--- config.mk ---
export PLATFORM = sky130hd
export DESIGN_NAME = sdram_init_seq
export DESIGN_NICKNAME = d
export VERILOG_FILES = /design/src/rtl/sdram_init_pkg.sv /design/src/rtl/sdram_init_delay.sv /design/src/rtl/sdram_init_refcnt.sv /design/src/rtl/sdram_init_outreg.sv /design/src/rtl/sdram_init_seq.sv
export SDC_FILE = /design/constraint.sdc
export NUM_CORES = 1
export LEC_CHECK = 0
export ABC_AREA = 1
export ABC_CLOCK_PERIOD_IN_PS = 2600
export BUFFER_PORTS_ARGS = -buffer_cell sky130_fd_sc_hd__clkbuf_2
export CORE_MARGIN = 3
export CORE_UTILIZATION = 37
export DETAILED_ROUTE_END_ITERATION = 8
export PLACE_DENSITY = 0.57
export SYNTH_ARGS = -nofsm -noshare
export SYNTH_HDL_FRONTEND = slang
export SYNTH_SLANG_ARGS = --single-unit
--- constraint.sdc ---
create_clock -name clk -period 2.6 [get_ports clk]
set_clock_uncertainty 0.1 [all_clocks]
set_input_delay 0 -clock clk [delete_from_list [all_inputs] [get_ports clk]]
set_output_delay 0 -clock clk [all_outputs]
set_load 0.02 [all_outputs]
--- src/rtl/sdram_init_pkg.sv ---
package sdram_init_pkg;

  // Command code bits: {cs_n, ras_n, cas_n, we_n}
  typedef enum logic [3:0] {
    CMD_MRS       = 4'b0000,
    CMD_REFRESH   = 4'b0001,
    CMD_PRECHARGE = 4'b0010,
    CMD_NOP       = 4'b0111
  } sdram_cmd_e;

  typedef enum logic [2:0] {
    ST_IDLE,
    ST_POWER,
    ST_AFTER_PRE,
    ST_AFTER_REF,
    ST_AFTER_MRS,
    ST_SETTLE,
    ST_READY
  } seq_state_e;

endpackage

--- src/rtl/sdram_init_delay.sv ---
module sdram_init_delay #(
  parameter int W = 16
) (
  input  logic         clk,
  input  logic         rst,
  input  logic         load,
  input  logic [W-1:0] load_val,
  output logic         expired
);

  logic [W-1:0] count;

  always_ff @(posedge clk) begin
    if (rst)                count <= '0;
    else if (load)          count <= load_val;
    else if (count != '0)   count <= count - 1'b1;
  end

  assign expired = (count == '0);

  // The counter never wraps from zero when no load arrives (R6 timing base)
  p_no_wrap_r6: assert property (@(posedge clk) disable iff (rst)
    (expired && !load) |=> expired);

  // A loaded value is reflected on the next cycle (R2/R3 interval start)
  p_load_taken_r3: assert property (@(posedge clk) disable iff (rst)
    (load && load_val != '0) |=> !expired);

endmodule

--- src/rtl/sdram_init_refcnt.sv ---
module sdram_init_refcnt #(
  parameter int LIMIT = 8,
  localparam int W = $clog2(LIMIT + 1)
) (
  input  logic clk,
  input  logic rst,
  input  logic clr,
  input  logic inc,
  output logic last
);

  logic [W-1:0] issued;

  always_ff @(posedge clk) begin
    if (rst || clr) issued <= '0;
    else if (inc)   issued <= issued + 1'b1;
  end

  assign last = (issued == W'(LIMIT));

  // Never more refreshes counted than configured
  p_refcnt_bound_r3: assert property (@(posedge clk) disable iff (rst)
    issued <= W'(LIMIT));

  // No increment once the limit is reached
  p_no_extra_refresh_r3: assert property (@(posedge clk) disable iff (rst)
    last |-> !inc);

endmodule

--- src/rtl/sdram_init_outreg.sv ---
module sdram_init_outreg #(
  parameter int ADDR_W = 13,
  parameter int BANK_W = 2
) (
  input  logic              clk,
  input  logic              rst,
  input  logic              issue,
  input  logic [3:0]        issue_cmd,
  input  logic [ADDR_W-1:0] issue_addr,
  input  logic              set_done,
  output logic [3:0]        cmd,
  output logic [BANK_W-1:0] bank,
  output logic [ADDR_W-1:0] addr,
  output logic              cmd_valid,
  output logic              init_done
);

  import sdram_init_pkg::*;

  always_ff @(posedge clk) begin
    if (rst) begin
      cmd       <= CMD_NOP;
      bank      <= '0;
      addr      <= '0;
      cmd_valid <= 1'b0;
      init_done <= 1'b0;
    end else begin
      cmd       <= issue ? issue_cmd : CMD_NOP;
      bank      <= '0;
      addr      <= issue ? issue_addr : '0;
      cmd_valid <= issue;
      if (set_done) init_done <= 1'b1;
    end
  end

endmodule

--- src/rtl/sdram_init_seq.sv ---
module sdram_init_seq #(
  parameter int              CYCLES_PER_US = 50,
  parameter int              POWERUP_US    = 200,
  parameter int              STEP_US       = 100,
  parameter int              NUM_REFRESH   = 8,
  parameter int              ADDR_W        = 13,
  parameter int              BANK_W        = 2,
  parameter int              AP_BIT        = 10,
  parameter logic [ADDR_W-1:0] MODE_WORD   = 13'h0032
) (
  input  logic              clk,
  input  logic              rst,
  input  logic              start,
  output logic [3:0]        cmd,
  output logic [BANK_W-1:0] bank,
  output logic [ADDR_W-1:0] addr,
  output logic              cmd_valid,
  output logic              init_done
);

  import sdram_init_pkg::*;

  localparam int NP    = POWERUP_US * CYCLES_PER_US;
  localparam int NS    = STEP_US * CYCLES_PER_US;
  localparam int MAXD  = (NP > NS) ? NP : NS;
  localparam int DLY_W = $clog2(MAXD + 1);
  localparam logic [DLY_W-1:0]  NP_LOAD  = DLY_W'(NP - 1);
  localparam logic [DLY_W-1:0]  NS_LOAD  = DLY_W'(NS - 1);
  localparam logic [ADDR_W-1:0] PRE_ADDR = ADDR_W'(1) << AP_BIT;

  seq_state_e        state, state_nxt;
  logic              dly_load, dly_expired;
  logic [DLY_W-1:0]  dly_val;
  logic              ref_clr, ref_inc, ref_last;
  logic              issue, set_done;
  logic [3:0]        issue_cmd;
  logic [ADDR_W-1:0] issue_addr;

  sdram_init_delay #(.W(DLY_W)) u_delay (
    .clk      (clk),
    .rst      (rst),
    .load     (dly_load),
    .load_val (dly_val),
    .expired  (dly_expired)
  );

  sdram_init_refcnt #(.LIMIT(NUM_REFRESH)) u_refcnt (
    .clk  (clk),
    .rst  (rst),
    .clr  (ref_clr),
    .inc  (ref_inc),
    .last (ref_last)
  );

  always_ff @(posedge clk) begin
    if (rst) state <= ST_IDLE;
    else     state <= state_nxt;
  end

  always_comb begin
    state_nxt  = state;
    dly_load   = 1'b0;
    dly_val    = NS_LOAD;
    ref_clr    = 1'b0;
    ref_inc    = 1'b0;
    issue      = 1'b0;
    issue_cmd  = CMD_NOP;
    issue_addr = '0;
    set_done   = 1'b0;
    case (state)
      ST_IDLE: begin
        if (start) begin
          state_nxt = ST_POWER;
          dly_load  = 1'b1;
          dly_val   = NP_LOAD;
          ref_clr   = 1'b1;
        end
      end
      ST_POWER: begin
        if (dly_expired) begin
          issue      = 1'b1;
          issue_cmd  = CMD_PRECHARGE;
          issue_addr = PRE_ADDR;
          dly_load   = 1'b1;
          state_nxt  = ST_AFTER_PRE;
        end
      end
      ST_AFTER_PRE: begin
        if (dly_expired) begin
          issue     = 1'b1;
          issue_cmd = CMD_REFRESH;
          ref_inc   = 1'b1;
          dly_load  = 1'b1;
          state_nxt = ST_AFTER_REF;
        end
      end
      ST_AFTER_REF: begin
        if (dly_expired) begin
          issue    = 1'b1;
          dly_load = 1'b1;
          if (ref_last) begin
            issue_cmd  = CMD_MRS;
            issue_addr = MODE_WORD;
            state_nxt  = ST_AFTER_MRS;
          end else begin
            issue_cmd = CMD_REFRESH;
            ref_inc   = 1'b1;
          end
        end
      end
      ST_AFTER_MRS: begin
        if (dly_expired) begin
          dly_load  = 1'b1;
          state_nxt = ST_SETTLE;
        end
      end
      ST_SETTLE: begin
        if (dly_expired) begin
          set_done  = 1'b1;
          state_nxt = ST_READY;
        end
      end
      default: state_nxt = ST_READY;
    endcase
  end

  sdram_init_outreg #(.ADDR_W(ADDR_W), .BANK_W(BANK_W)) u_out (
    .clk        (clk),
    .rst        (rst),
    .issue      (issue),
    .issue_cmd  (issue_cmd),
    .issue_addr (issue_addr),
    .set_done   (set_done),
    .cmd        (cmd),
    .bank       (bank),
    .addr       (addr),
    .cmd_valid  (cmd_valid),
    .init_done  (init_done)
  );

  // Commands are single-cycle strobes
  p_valid_single_r6: assert property (@(posedge clk) disable iff (rst)
    cmd_valid |=> !cmd_valid);

  // Without a strobe the bus shows NOP
  p_nop_between_r6: assert property (@(posedge clk) disable iff (rst)
    !cmd_valid |-> (cmd == CMD_NOP && addr == '0));

  // Precharge carries the all-banks bit
  p_pre_all_r2: assert property (@(posedge clk) disable iff (rst)
    (cmd_valid && cmd == CMD_PRECHARGE) |-> addr == PRE_ADDR);

  // Mode write carries the configured word
  p_mrs_word_r4: assert property (@(posedge clk) disable iff (rst)
    (cmd_valid && cmd == CMD_MRS) |-> addr == MODE_WORD);

  // Done is sticky and no command follows it
  p_done_sticky_r5: assert property (@(posedge clk) disable iff (rst)
    init_done |=> (init_done && !cmd_valid));

  // Leaving reset always lands in idle
  p_reset_idle_r8: assert property (@(posedge clk) disable iff (rst)
    $past(rst) |-> (!init_done && !cmd_valid));

endmodule

# Word level (Yosys, flattened, before mapping)
# Cells that the tools add are included.
[word_totals]
ff_bits = 40
wordCells = 62
inputBits = 3
[classes]
n_reduce_logical = 9
bitwise = 1
add_sub_neg = 2
mux = 30
eq_ne = 13
[op_table]
columns = ["cell", "count"]
rows = [
  ["14-bit 2-to-1 mux", 4],
  ["3-bit 2-to-1 mux", 10],
  ["11-bit case mux with 2 select lines", 1],
  ["3-bit case mux with 6 select lines", 1],
  ["14-bit zero test", 1],
  ["2-bit inequality test (second input constant)", 7],
  ["14-bit nonzero test", 1],
  ["14-bit by 1-bit subtractor with 14-bit output (second input constant)", 1],
  ["6-bit 2-to-1 mux", 2],
  ["11-bit 2-to-1 mux", 1],
  ["3-bit case mux with 3 select lines", 1],
  ["1-bit 2-to-1 mux", 8],
  ["7-bit AND reduction", 1],
  ["3-bit by 2-bit equality test with 1-bit output (second input constant)", 2],
  ["3-bit equality test (second input constant)", 2],
  ["4-bit by 1-bit adder with 4-bit output (second input constant)", 1],
  ["4-bit equality test (second input constant)", 1],
  ["1-bit case mux with 2 select lines", 2],
  ["4-bit OR reduction", 1],
  ["3-bit by 1-bit equality test with 1-bit output (second input constant)", 1],
  ["3-bit zero test", 1],
  ["3-bit OR reduction", 1],
  ["2-bit nonzero test", 1],
  ["2-bit OR reduction", 1],
  ["other kinds (2)", 2],
]

# Depth between registers and ports, before layout
# Gate-level depths: netlist of the first run.
[depth]
depth_word = 5
ltp_mapped = 11
ltp_nobuf = 11

# Modules after synthesis
# Synthesis of the first run repeated with hierarchy kept, for this count alone.
[hier_totals]
cells_unflattened = 305
hier_area_um2 = 2075.7
[modules_own_cells]
columns = ["module", "cells_each", "instances", "seq_area_each_um2", "area_per_inst_um2"]
rows = [
  ["sdram_init_delay", 158, 1, 280.3, 1003.5],
  ["sdram_init_outreg", 63, 1, 380.4, 563.0],
  ["sdram_init_seq", 56, 1, 60.1, 311.5],
  ["sdram_init_refcnt", 28, 1, 80.1, 197.7],
]

# Worst setup path before layout of the first run
# OpenSTA, ideal clock, no wires.
[synth_path]
kind = "flip-flop to flip-flop"
start = "register u_refcnt.issued[0]"
end = "register u_refcnt.issued[2]"
setup_ns = 0.117
arrival_ns = 1.250
stages_incl_launch_ff = 11
synth_period_minus_slack_ns = 1.467
required_time_ns = 2.383
setup_slack_ns = 1.133
path_cell_list = "dfxtp_1 inv_1 ha_1 nand3_1 inv_1 nand2_1 nand2_1 nor2_4 nand2_1 xor2_1 nor2_1"
[synth_via]
elab_chain_len = 4
[synth_lines]
columns = ["item", "line_no", "rtl"]
rows = [
  ["from (decl)", "sdram_init_refcnt.sv:12", "logic [W-1:0] issued;"],
  ["from (signal assigned)", "sdram_init_refcnt.sv:16", "else if (inc) issued <= issued + 1'b1;"],
  ["4-bit equality test", "sdram_init_refcnt.sv:19", "assign last = (issued == W'(LIMIT));"],
  ["1-bit 2-to-1 mux", "sdram_init_seq.sv:101", "if (ref_last) begin"],
  ["1-bit 2-to-1 mux", "sdram_init_seq.sv:98", "if (dly_expired) begin"],
  ["1-bit case mux with 2 select lines", "sdram_init_seq.sv:70", "case (state)"],
]
# Several ways; a longest one is shown, not always the timed one.
# A chain may end at the register's enable or synchronous reset.

# Final worst setup path of the first run
[layout_path]
start = "register u_delay.count[1]"
end = "register u_delay.count[5]"
[layout_via]
elab_chain_len = 4
[layout_lines]
columns = ["item", "line_no", "rtl"]
rows = [
  ["from (decl)", "sdram_init_delay.sv:11", "logic [W-1:0] count;"],
  ["from (signal assigned)", "sdram_init_delay.sv:15", "else if (load) count <= load_val;"],
  ["from (signal assigned)", "sdram_init_delay.sv:16", "else if (count != '0) count <= count - 1'b1;"],
  ["parallel branches: the longest is 4 deep, another holds 14-bit by 1-bit subtractor with 14-bit output", "--", ""],
]
# Several ways; the timed one is not identified. The select of a mux whose other input is x is not followed.

==> results of run 1 <==
[cells in the final DEF, fill, tap and decap left out, types with 6 or more instances in the layout]
cell type	count
sky130_fd_sc_hd__nor3_1	6
sky130_fd_sc_hd__a21oi_1	10
sky130_fd_sc_hd__nand2_1	45
sky130_fd_sc_hd__dfxtp_1	28
sky130_fd_sc_hd__inv_1	28
sky130_fd_sc_hd__nand3_1	19
sky130_fd_sc_hd__nand4_1	6
sky130_fd_sc_hd__conb_1	12
sky130_fd_sc_hd__clkbuf_2	11
sky130_fd_sc_hd__nor2_1	32
[area by class of cell]
class / count / area, um2
fill: 437 / 2380
multi-input combinational: 160 / 798
sequential: 28 / 561
inverter: 31 / 116
timing repair buffer: 12 / 65.1
tap: 50 / 62.6
clock buffer: 3 / 41.3
clock inverter: 1 / 30.0
[what timing repair did]
| item | CTS | global route |
|---|---|---|
| hold buffers | 1 | 0 |
| hold endpoints to repair | 7 | 0 |
| setup buffers | 0 | 0 |
[worst paths after layout]
check / from / endpoint / slack [ns]
worst min register to register: u_out.init_done / u_out.init_done / 0.38
worst min-delay path: start / u_delay.count[13] / 0.04
worst max register to register: u_delay.count[1] / u_delay.count[5] / 0.85
worst max-delay path: u_delay.count[1] / u_delay.count[5] / 0.85
[kinds of logic after synthesis]
kind of cell / after synthesis
AOI/OAI and AO/OA: 17
xor gates and xnor gates: 5
DFF: 28
other: 1
and+or+nand+nor: 122
buffers and inverters: 49
adders and majority gates: 4
[state kept, by name, summed over array words and instances, names as in the netlist]
signal           cells
u_delay.count       14
u_refcnt.issued      4
u_out.cmd            3
u_out.init_done      1
state                3
u_out.cmd_valid      1
u_out.addr           2
[worst reg2reg max path, cell delays in order (launching register included)]
cell	delay, ns
sky130_fd_sc_hd__dfxtp_1	0.35
sky130_fd_sc_hd__inv_1	0.07
sky130_fd_sc_hd__ha_1	0.19
sky130_fd_sc_hd__nand2_1	0.07
sky130_fd_sc_hd__nor2_1	0.04
sky130_fd_sc_hd__nand2_2	0.25
sky130_fd_sc_hd__nand2_1	0.11
sky130_fd_sc_hd__nand2_2	0.21
sky130_fd_sc_hd__nand2_1	0.11
sky130_fd_sc_hd__nor3b_1	0.18
[layer usage]
metal | wire (um) | track usage
met2 | 1230 | 0.203
met5 | 0 | 0
met3 | 110 | 0.0224
met4 | 21 | 0.0376
met1 | 1470 | 0.166
[report_power, final]
group          switching (mW)  internal, mW  leakage, nW
clock network           0.131         0.206       0.0357
registers               0.101         0.534        0.229
logic                   0.561         0.311        0.507
total                   0.793          1.05        0.772
[metrics by stage]
stage | cell area (um2) | std cells
5_1_grt | 1670 | 285
3_3_place_gp | 1590 | 280
3_5_place_dp | 1590 | 280
6_report | 1670 | 285
2_1_floorplan | 1620 | 237
4_1_cts | 1670 | 285
==> results.txt, run 1 <==
kind of start point of the critical path -> register
residual DRC count -> 0
horizontal die dimension -> 71.3 um
Critical Path End Type -> register
initial antenna violation count -> 0
Mean Syn Cell Area -> 6.98 um2
overflow left after global routing -> 0
most common cell in the synthesized netlist -> sky130_fd_sc_hd__nand2_1
vias in the first global route -> 1210
boundary pin count -> 24
endpoint arrival time on the critical path -> 1.85 ns
period utilization -> 0.675
total clock sinks -> 28
final-report hold violation count -> 0
aggregate negative setup slack -> 0 ns
cell chain of the critical path -> inv_1 > ha_1 > nand2_1 > nor2_1 > nand2_2 > nand2_1 > nand2_2 > nand2_1 > nor3b_1
area inside the core boundary -> 4060 um2
max capacitance violation total -> 0
worst IR drop on VDD -> 379 uV
gate count after technology mapping -> 226
number of DRC markers in iteration 0 -> 50
worst hold path type -> primary input to register
Setup violations, final -> 0
Area contributors post-synth -> sky130_fd_sc_hd__dfxtp_1, sky130_fd_sc_hd__nand2_1, sky130_fd_sc_hd__nor2_1
area share of xor/xnor cells in the synthesized design -> 0.0278
CTS tree -> yes
clock transition time at the flip-flop clock pins of the worst setup and hold paths -> 0.09 ns
Std-Cell Rows -> 23
Cell Pwr Density -> 1100 nW/um2
run status -> complete, no violations
family with the most delay on the worst path -> simple AND/OR/NAND/NOR gates
simple-gate area share of the yosys netlist -> 0.355
post-synthesis compound-gate area fraction -> 0.0635
layout-stage area growth over the synthesis result -> 6.19%
top-area cell type share of the netlist area -> 0.356
# port buffers -> 11
share of layout cells above drive strength 1 -> 0.132
Yosys warning count -> 0
final worst hold slack -> 0.0400 ns
peak fanout along the critical path -> 15
Final Slew Violations -> 0
critical path's most frequent cell -> sky130_fd_sc_hd__nand2_1
EDFF count, synth -> 0
Avg WL per Cell -> 9.93 um
commonest cells in the synthesized netlist -> sky130_fd_sc_hd__nand2_1, sky130_fd_sc_hd__nor2_1, sky130_fd_sc_hd__dfxtp_1, sky130_fd_sc_hd__inv_1, sky130_fd_sc_hd__nand3_1
DPL Wire Length -> 2200 um
GRT Util Overall -> 0.124
slowest stage cell on the critical path -> sky130_fd_sc_hd__dfxtp_1
unrepaired setup endpoints after global routing -> no
depth of the worst register-to-register path -> 9
number of buffers between clock root and the deepest sink -> 2
dominant combinational cell family by area after synthesis -> simple AND/OR/NAND/NOR gates
layout net count -> 243
Starting Density -> 0.389
Resized cells post-CTS -> 0
pin count of the biggest net entering global routing -> 17
placer congestion estimate -> 0.795
Power, Total -> 1.84 mW
ANT nets after route -> 0
Data required, critical path -> 2.70 ns
shortest period the worst path allows -> 1.75 ns
number of diodes -> 0
final wirelength -> 2830 um
LEAKAGE -> 0.772 nW
global-route wire length before repair -> 5130 um
cell type with the highest aggregate area in the netlist -> sky130_fd_sc_hd__dfxtp_1
H-tree level count -> 1
via count of the routed design -> 1266
relative slew slack -> 0.596
Inserted Clock Buffers -> 3
DR pass1 iterations -> 4
actual slew at the worst max-slew pin -> 0.601 ns
die boundary height -> 71.3 um
Die ar. -> 5080 um2
post-synthesis adder-cell area fraction -> 0.0317
Worst Hold Depth -> 3
CP Depth -> 9
CP bufs+invs -> 1
source-to-sink clock delay at the later pin of the worst-skew pair -> 0.27 ns
combined area of all synthesized cells -> 1580 um2
drt via density -> 4.44
multiplexer area fraction after synthesis -> 0
fraction of the yosys area taken by sequential cells -> 0.356
f_max -> 570 MHz
category of the critical setup timing path -> register to register
proportion of synthesized flip-flops having asynchronous set or reset -> 0
Final Util -> 0.413
main flop type after synthesis -> sky130_fd_sc_hd__dfxtp_1
critical path's largest stage delay -> 0.35 ns
number of synthesized register bits -> 28
Yosys cell types -> 30
PnR worst setup slack -> 0.846 ns
CTS Root Cell -> sky130_fd_sc_hd__clkbuf_8
Placement Setup Slack -> 0.853 ns
Power figures use the tool's default switching activity.
==> run 2, diff against run 1 <==
--- a/config.mk
+++ b/config.mk
@@ -6,7 +6,7 @@
 export NUM_CORES = 1
 export LEC_CHECK = 0
 export ABC_AREA = 1
-export ABC_CLOCK_PERIOD_IN_PS = 2600
+export ABC_CLOCK_PERIOD_IN_PS = 1700
 export BUFFER_PORTS_ARGS = -buffer_cell sky130_fd_sc_hd__clkbuf_2
 export CORE_MARGIN = 3
 export CORE_UTILIZATION = 37
==> constraint.sdc (replaced) <==
create_clock -name clk -period 1.7 [get_ports clk]
set_clock_uncertainty 0.1 [all_clocks]
set_input_delay 0 -clock clk [delete_from_list [all_inputs] [get_ports clk]]
set_output_delay 0 -clock clk [all_outputs]
set_load 0.02 [all_outputs]
==> run 2 against run 1 <==
Fmax is 12% higher. Die area stayed put. Combinational power is 95% higher. Hold slack worse by 0.0022 ns. First-iteration DRC count is 14% lower. Largest cell class unchanged. Critical path depth is 1 lower. Clock power is 57% higher. Largest power group unchanged. Cell area is 10% higher. Cell count is 6.3% higher.
==> results.txt, run 2 (synthesis results as in run 1) <==
run status -> complete, no violations
LEAKAGE -> 0.870 nW
Die ar. -> 5080 um2
most frequent standard cell in the layout excluding fill and tap cells -> sky130_fd_sc_hd__nand2_1
number of buffers between clock root and the deepest sink -> 2
fillcell total -> 411
# port buffers -> 11
Inserted Clock Buffers -> 3
Final Util -> 0.454
placed inst area -> 1690 um2
hold_sp -> start
slack of the worst reg-to-reg path -> 0.13 ns
max capacitance violation total -> 0
peak fanout along the critical path -> 6
overflow left after global routing -> 0
Cell Pwr Density -> 1720 nW/um2
f_max -> 638 MHz
residual DRC count -> 0
vias in the first global route -> 1224
Biggest register -> u_delay.count
depth of the worst register-to-register path -> 8
final cell area excluding filler cells -> 1840 um2
GRT Util Overall -> 0.126
fin cells -> 303
Std-Cell Rows -> 23
drt via density -> 4.48
share of layout cells above drive strength 1 -> 0.225
placer congestion estimate -> 0.883
Setup violations, final -> 0
DR pass1 iterations -> 4
number of diodes -> 0
Starting Density -> 0.389
worst hold path type -> primary input to register
shortest period the worst path allows -> 1.57 ns
end of the worst hold path -> u_delay.count[13]
initial antenna violation count -> 0
worst IR drop on VDD -> 619 uV
reg-to-reg critical path endpoint -> u_refcnt.issued[2]
kind of start point of the critical path -> register
final-report hold violation count -> 0
Critical Path End Type -> register
Worst Hold Depth -> 3
horizontal die dimension -> 71.3 um
pin count of the biggest net entering global routing -> 17
final wirelength -> 3160 um
clock transition time at the flip-flop clock pins of the worst setup and hold paths -> 0.10 ns
period utilization -> 0.923
layout net count -> 261
total clock sinks -> 28
Avg WL per Cell -> 10.4 um
Data required, critical path -> 1.78 ns
global-route wire length before repair -> 5260 um
category of the critical setup timing path -> register to register
Cell Count Post-Placement -> 293
CTS tree -> yes
source of the worst register-to-register timing path -> u_delay.count[8]
aggregate negative setup slack -> 0 ns
PnR worst setup slack -> 0.131 ns
via count of the routed design -> 1357
source-to-sink clock delay at the later pin of the worst-skew pair -> 0.28 ns
Placement Setup Slack -> 0.0274 ns
layout-stage area growth over the synthesis result -> 16.9%
die boundary height -> 71.3 um
largest registers ranked by flip-flop count -> u_delay.count (14), u_refcnt.issued (4)
endpoint arrival time on the critical path -> 1.65 ns
max reg flops -> 14
Final Slew Violations -> 0
H-tree level count -> 1
DPL Wire Length -> 2340 um
area inside the core boundary -> 4060 um2
top library cells by usage in the layout, fill and taps aside -> sky130_fd_sc_hd__nand2_1, sky130_fd_sc_hd__nor2_1, sky130_fd_sc_hd__inv_1, sky130_fd_sc_hd__dfxtp_1, sky130_fd_sc_hd__nand3_1
number of DRC markers in iteration 0 -> 43
boundary pin count -> 24
CTS Root Cell -> sky130_fd_sc_hd__clkbuf_8
ANT nets after route -> 0
## run 2: changes by cell type in the layout (fill, tap and decap cells not counted), sizes merged
cell and delta:
nand2 +2, buf +16
## run 2: cell type report
class	count	area, um2	area share
multi-input combinational	162	846	0.459
tap	50	62.6	0.0339
inverter	31	116	0.0631
timing repair buffer	28	185	0.100
sequential	28	562	0.305
clock inverter	1	30.0	0.0163
clock buffer	3	41.3	0.0224
## run 2: worst max path at each step
stage,from,to,slack [ns]
CTS,u_refcnt.issued[0],u_refcnt.issued[2],0.004
global placement,u_refcnt.issued[0],u_refcnt.issued[2],0.04
finish,u_delay.count[8],u_refcnt.issued[2],0.13
detailed placement,u_refcnt.issued[0],u_refcnt.issued[2],0.03
global route,u_delay.count[8],u_delay.count[1],-0.01
floorplan,u_refcnt.issued[0],u_refcnt.issued[2],0.23
## run 2: worst max-delay path, cell delays in order (launching register included)
cell and delay [ns]:
sky130_fd_sc_hd__dfxtp_1 0.33, sky130_fd_sc_hd__nor2_1 0.17, sky130_fd_sc_hd__nand2_1 0.09, sky130_fd_sc_hd__nor2_2 0.23
sky130_fd_sc_hd__nand2_4 0.11, sky130_fd_sc_hd__nor2_4 0.18, sky130_fd_sc_hd__nand2_1 0.08, sky130_fd_sc_hd__xor2_1 0.13
sky130_fd_sc_hd__nor2_1 0.05
## run 2: power breakdown
| group | leakage (nW) | internal [mW] | switching [mW] | total, mW |
|---|---|---|---|---|
| clock | 0.0357 | 0.315 | 0.212 | 0.528 |
| combinational | 0.605 | 0.677 | 1.02 | 1.70 |
| sequential | 0.230 | 0.816 | 0.136 | 0.952 |
| total | 0.870 | 1.81 | 1.37 | 3.18 |
## run 2: timing repair
item / CTS / global route
resized for setup: 1 / 10
setup buffers: 0 / 3
hold buffers: 1 / 0
setup endpoints to repair: 1 / 23
pin swaps: 0 / 4
hold endpoints to repair: 7 / 0
gates cloned: 0 / 2
## run 2: per-stage QoR
step | power [mW] | hold WS [ns]
finish | 3.18 | 0.0378
global route | 3.48 | 0.0655
CTS | 3.05 | 0.0348
detailed placement | 2.50 | 0.237
global placement | 2.52 | 0.235
floorplan | 2.16 | 0.151
## run 2: routing by layer
layer / global-route usage / routed length, um / up-vias
li1: - / - / 742
met1: 0.172 / 1620 / 591
met2: 0.205 / 1410 / 20
met3: 0.0224 / 100 / 4
met4: 0.0376 / 26 / 0
met5: 0 / 0 / -
==> run 3, diff against run 2 <==
--- a/config.mk
+++ b/config.mk
@@ -10,6 +10,7 @@
 export BUFFER_PORTS_ARGS = -buffer_cell sky130_fd_sc_hd__clkbuf_2
 export CORE_MARGIN = 3
 export CORE_UTILIZATION = 37
+export CTS_BUF_LIST = sky130_fd_sc_hd__clkbuf_16
 export DETAILED_ROUTE_END_ITERATION = 8
 export PLACE_DENSITY = 0.57
 export SYNTH_ARGS = -nofsm -noshare
==> run 3 against run 2 <==
Sequential cell count did not move. Utilization rose by 0.52 points. Hold slack improved by 0.033 ns. Die area did not move. Critical path type unchanged.
==> results.txt, run 3 (synthesis results as in run 1) <==
run status -> complete, no violations
# port buffers -> 11
Avg WL per Cell -> 10.2 um
clock transition time at the flip-flop clock pins of the worst setup and hold paths -> 0.07 ns
peak fanout along the critical path -> 6
ANT nets after route -> 0
most frequent standard cell in the layout excluding fill and tap cells -> sky130_fd_sc_hd__nand2_1
LEAKAGE -> 0.877 nW
source of the worst register-to-register timing path -> u_delay.count[8]
Cell Pwr Density -> 1780 nW/um2
slowest stage cell on the critical path -> sky130_fd_sc_hd__dfxtp_1
Biggest register -> u_delay.count
global-route wire length before repair -> 5260 um
drt via density -> 4.42
final wirelength -> 3060 um
final-report hold violation count -> 0
Data required, critical path -> 1.76 ns
DPL Wire Length -> 2340 um
CTS tree -> yes
Std-Cell Rows -> 23
DR pass1 iterations -> 4
Final Slew Violations -> 0
horizontal die dimension -> 71.3 um
worst IR drop on VDD -> 621 uV
initial antenna violation count -> 0
number of diodes -> 0
GRT Util Overall -> 0.127
Final Util -> 0.459
Die ar. -> 5080 um2
hold_sp -> start
die boundary height -> 71.3 um
critical path's largest stage delay -> 0.32 ns
area inside the core boundary -> 4060 um2
CTS Root Cell -> sky130_fd_sc_hd__clkbuf_16
layout net count -> 259
share of layout cells above drive strength 1 -> 0.223
H-tree level count -> 1
max capacitance violation total -> 0
number of DRC markers in iteration 0 -> 40
largest registers ranked by flip-flop count -> u_delay.count (14), u_refcnt.issued (4)
number of buffers between clock root and the deepest sink -> 2
worst setup path start -> u_delay.count[8]
total clock sinks -> 28
layout-stage area growth over the synthesis result -> 18.3%
via count of the routed design -> 1330
worst hold path type -> primary input to register
boundary pin count -> 24
overflow left after global routing -> 0
placer congestion estimate -> 0.883
fin cells -> 301
final worst hold slack -> 0.0705 ns
Cell Count Post-Placement -> 293
residual DRC count -> 0
vias in the first global route -> 1225
endpoint arrival time on the critical path -> 1.63 ns
source-to-sink clock delay at the later pin of the worst-skew pair -> 0.26 ns
Setup violations, final -> 0
f_max -> 637 MHz
Inserted Clock Buffers -> 3
shortest period the worst path allows -> 1.57 ns
Starting Density -> 0.389
cell chain of the critical path -> nor2_1 > nand2_1 > nor2_2 > nand2_4 > nor2_4 > nand2_1 > xor2_1 > nor2_1
fillcell total -> 403
kind of start point of the critical path -> register
period utilization -> 0.923
category of the critical setup timing path -> register to register
pin count of the biggest net entering global routing -> 17
max reg flops -> 14
top library cells by usage in the layout, fill and taps aside -> sky130_fd_sc_hd__nand2_1, sky130_fd_sc_hd__nor2_1, sky130_fd_sc_hd__inv_1
Critical Path End Type -> register
==> run 3: final timing paths <==
check,end,slack [ns],cells after the start
worst max-delay path,u_refcnt.issued[2],0.13,8
worst max register to register,u_refcnt.issued[2],0.13,8
worst min register to register,u_out.init_done,0.37,2
worst min-delay path,u_delay.count[13],0.07,3
==> run 3: worst max-delay path, delay by kind of cell, from the launching register on <==
| kind | cells | cell delay, ns |
|---|---|---|
| simple gates | 7 | 0.92 |
| xor+xnor | 1 | 0.13 |
| flops | 1 | 0.32 |
==> run 3: what timing repair did <==
action	in CTS	in global routing
pin swaps	0	4
hold buffers	1	0
endpoints found under the setup margin	1	23
gates resized for setup	1	11
gates cloned	0	1
setup buffers	0	2
endpoints found under the hold margin	7	0
==> run 3: power by group <==
group          internal, mW  switching, mW
registers             0.819          0.136
clock network         0.469          0.228
logic                 0.668          0.995
total                  1.96           1.36
==> run 3: final cells by class <==
type / instances / area, um2 / area share
clock inverter: 1 / 30.0 / 0.0161
timing repair buffer: 27 / 178 / 0.0953
tap: 50 / 62.6 / 0.0336
clock buffer: 3 / 75.1 / 0.0403
inverter: 31 / 116 / 0.0624
multi-input combinational: 161 / 840 / 0.450
sequential: 28 / 563 / 0.302
==> run 3: per-stage QoR <==
step	TNS (ns)	total power [mW]	worst slack, ns	instance area (um2)
after floorplan	0	2.16	0.233	1620
after global placement	0	2.52	0.0443	1690
after detailed placement	0	2.50	0.0274	1690
after CTS	0	3.23	0.0125	1810
after global routing	-0.00563	3.62	-0.00311	1860
final	0	3.31	0.130	1860
==> run 3: layer usage <==
metal,up-vias,wire (um),global-route usage
met4,0,34,0.0376
li1,735,-,-
met3,5,119,0.0266
met2,18,1340,0.205
met1,572,1560,0.171
met5,-,0,0
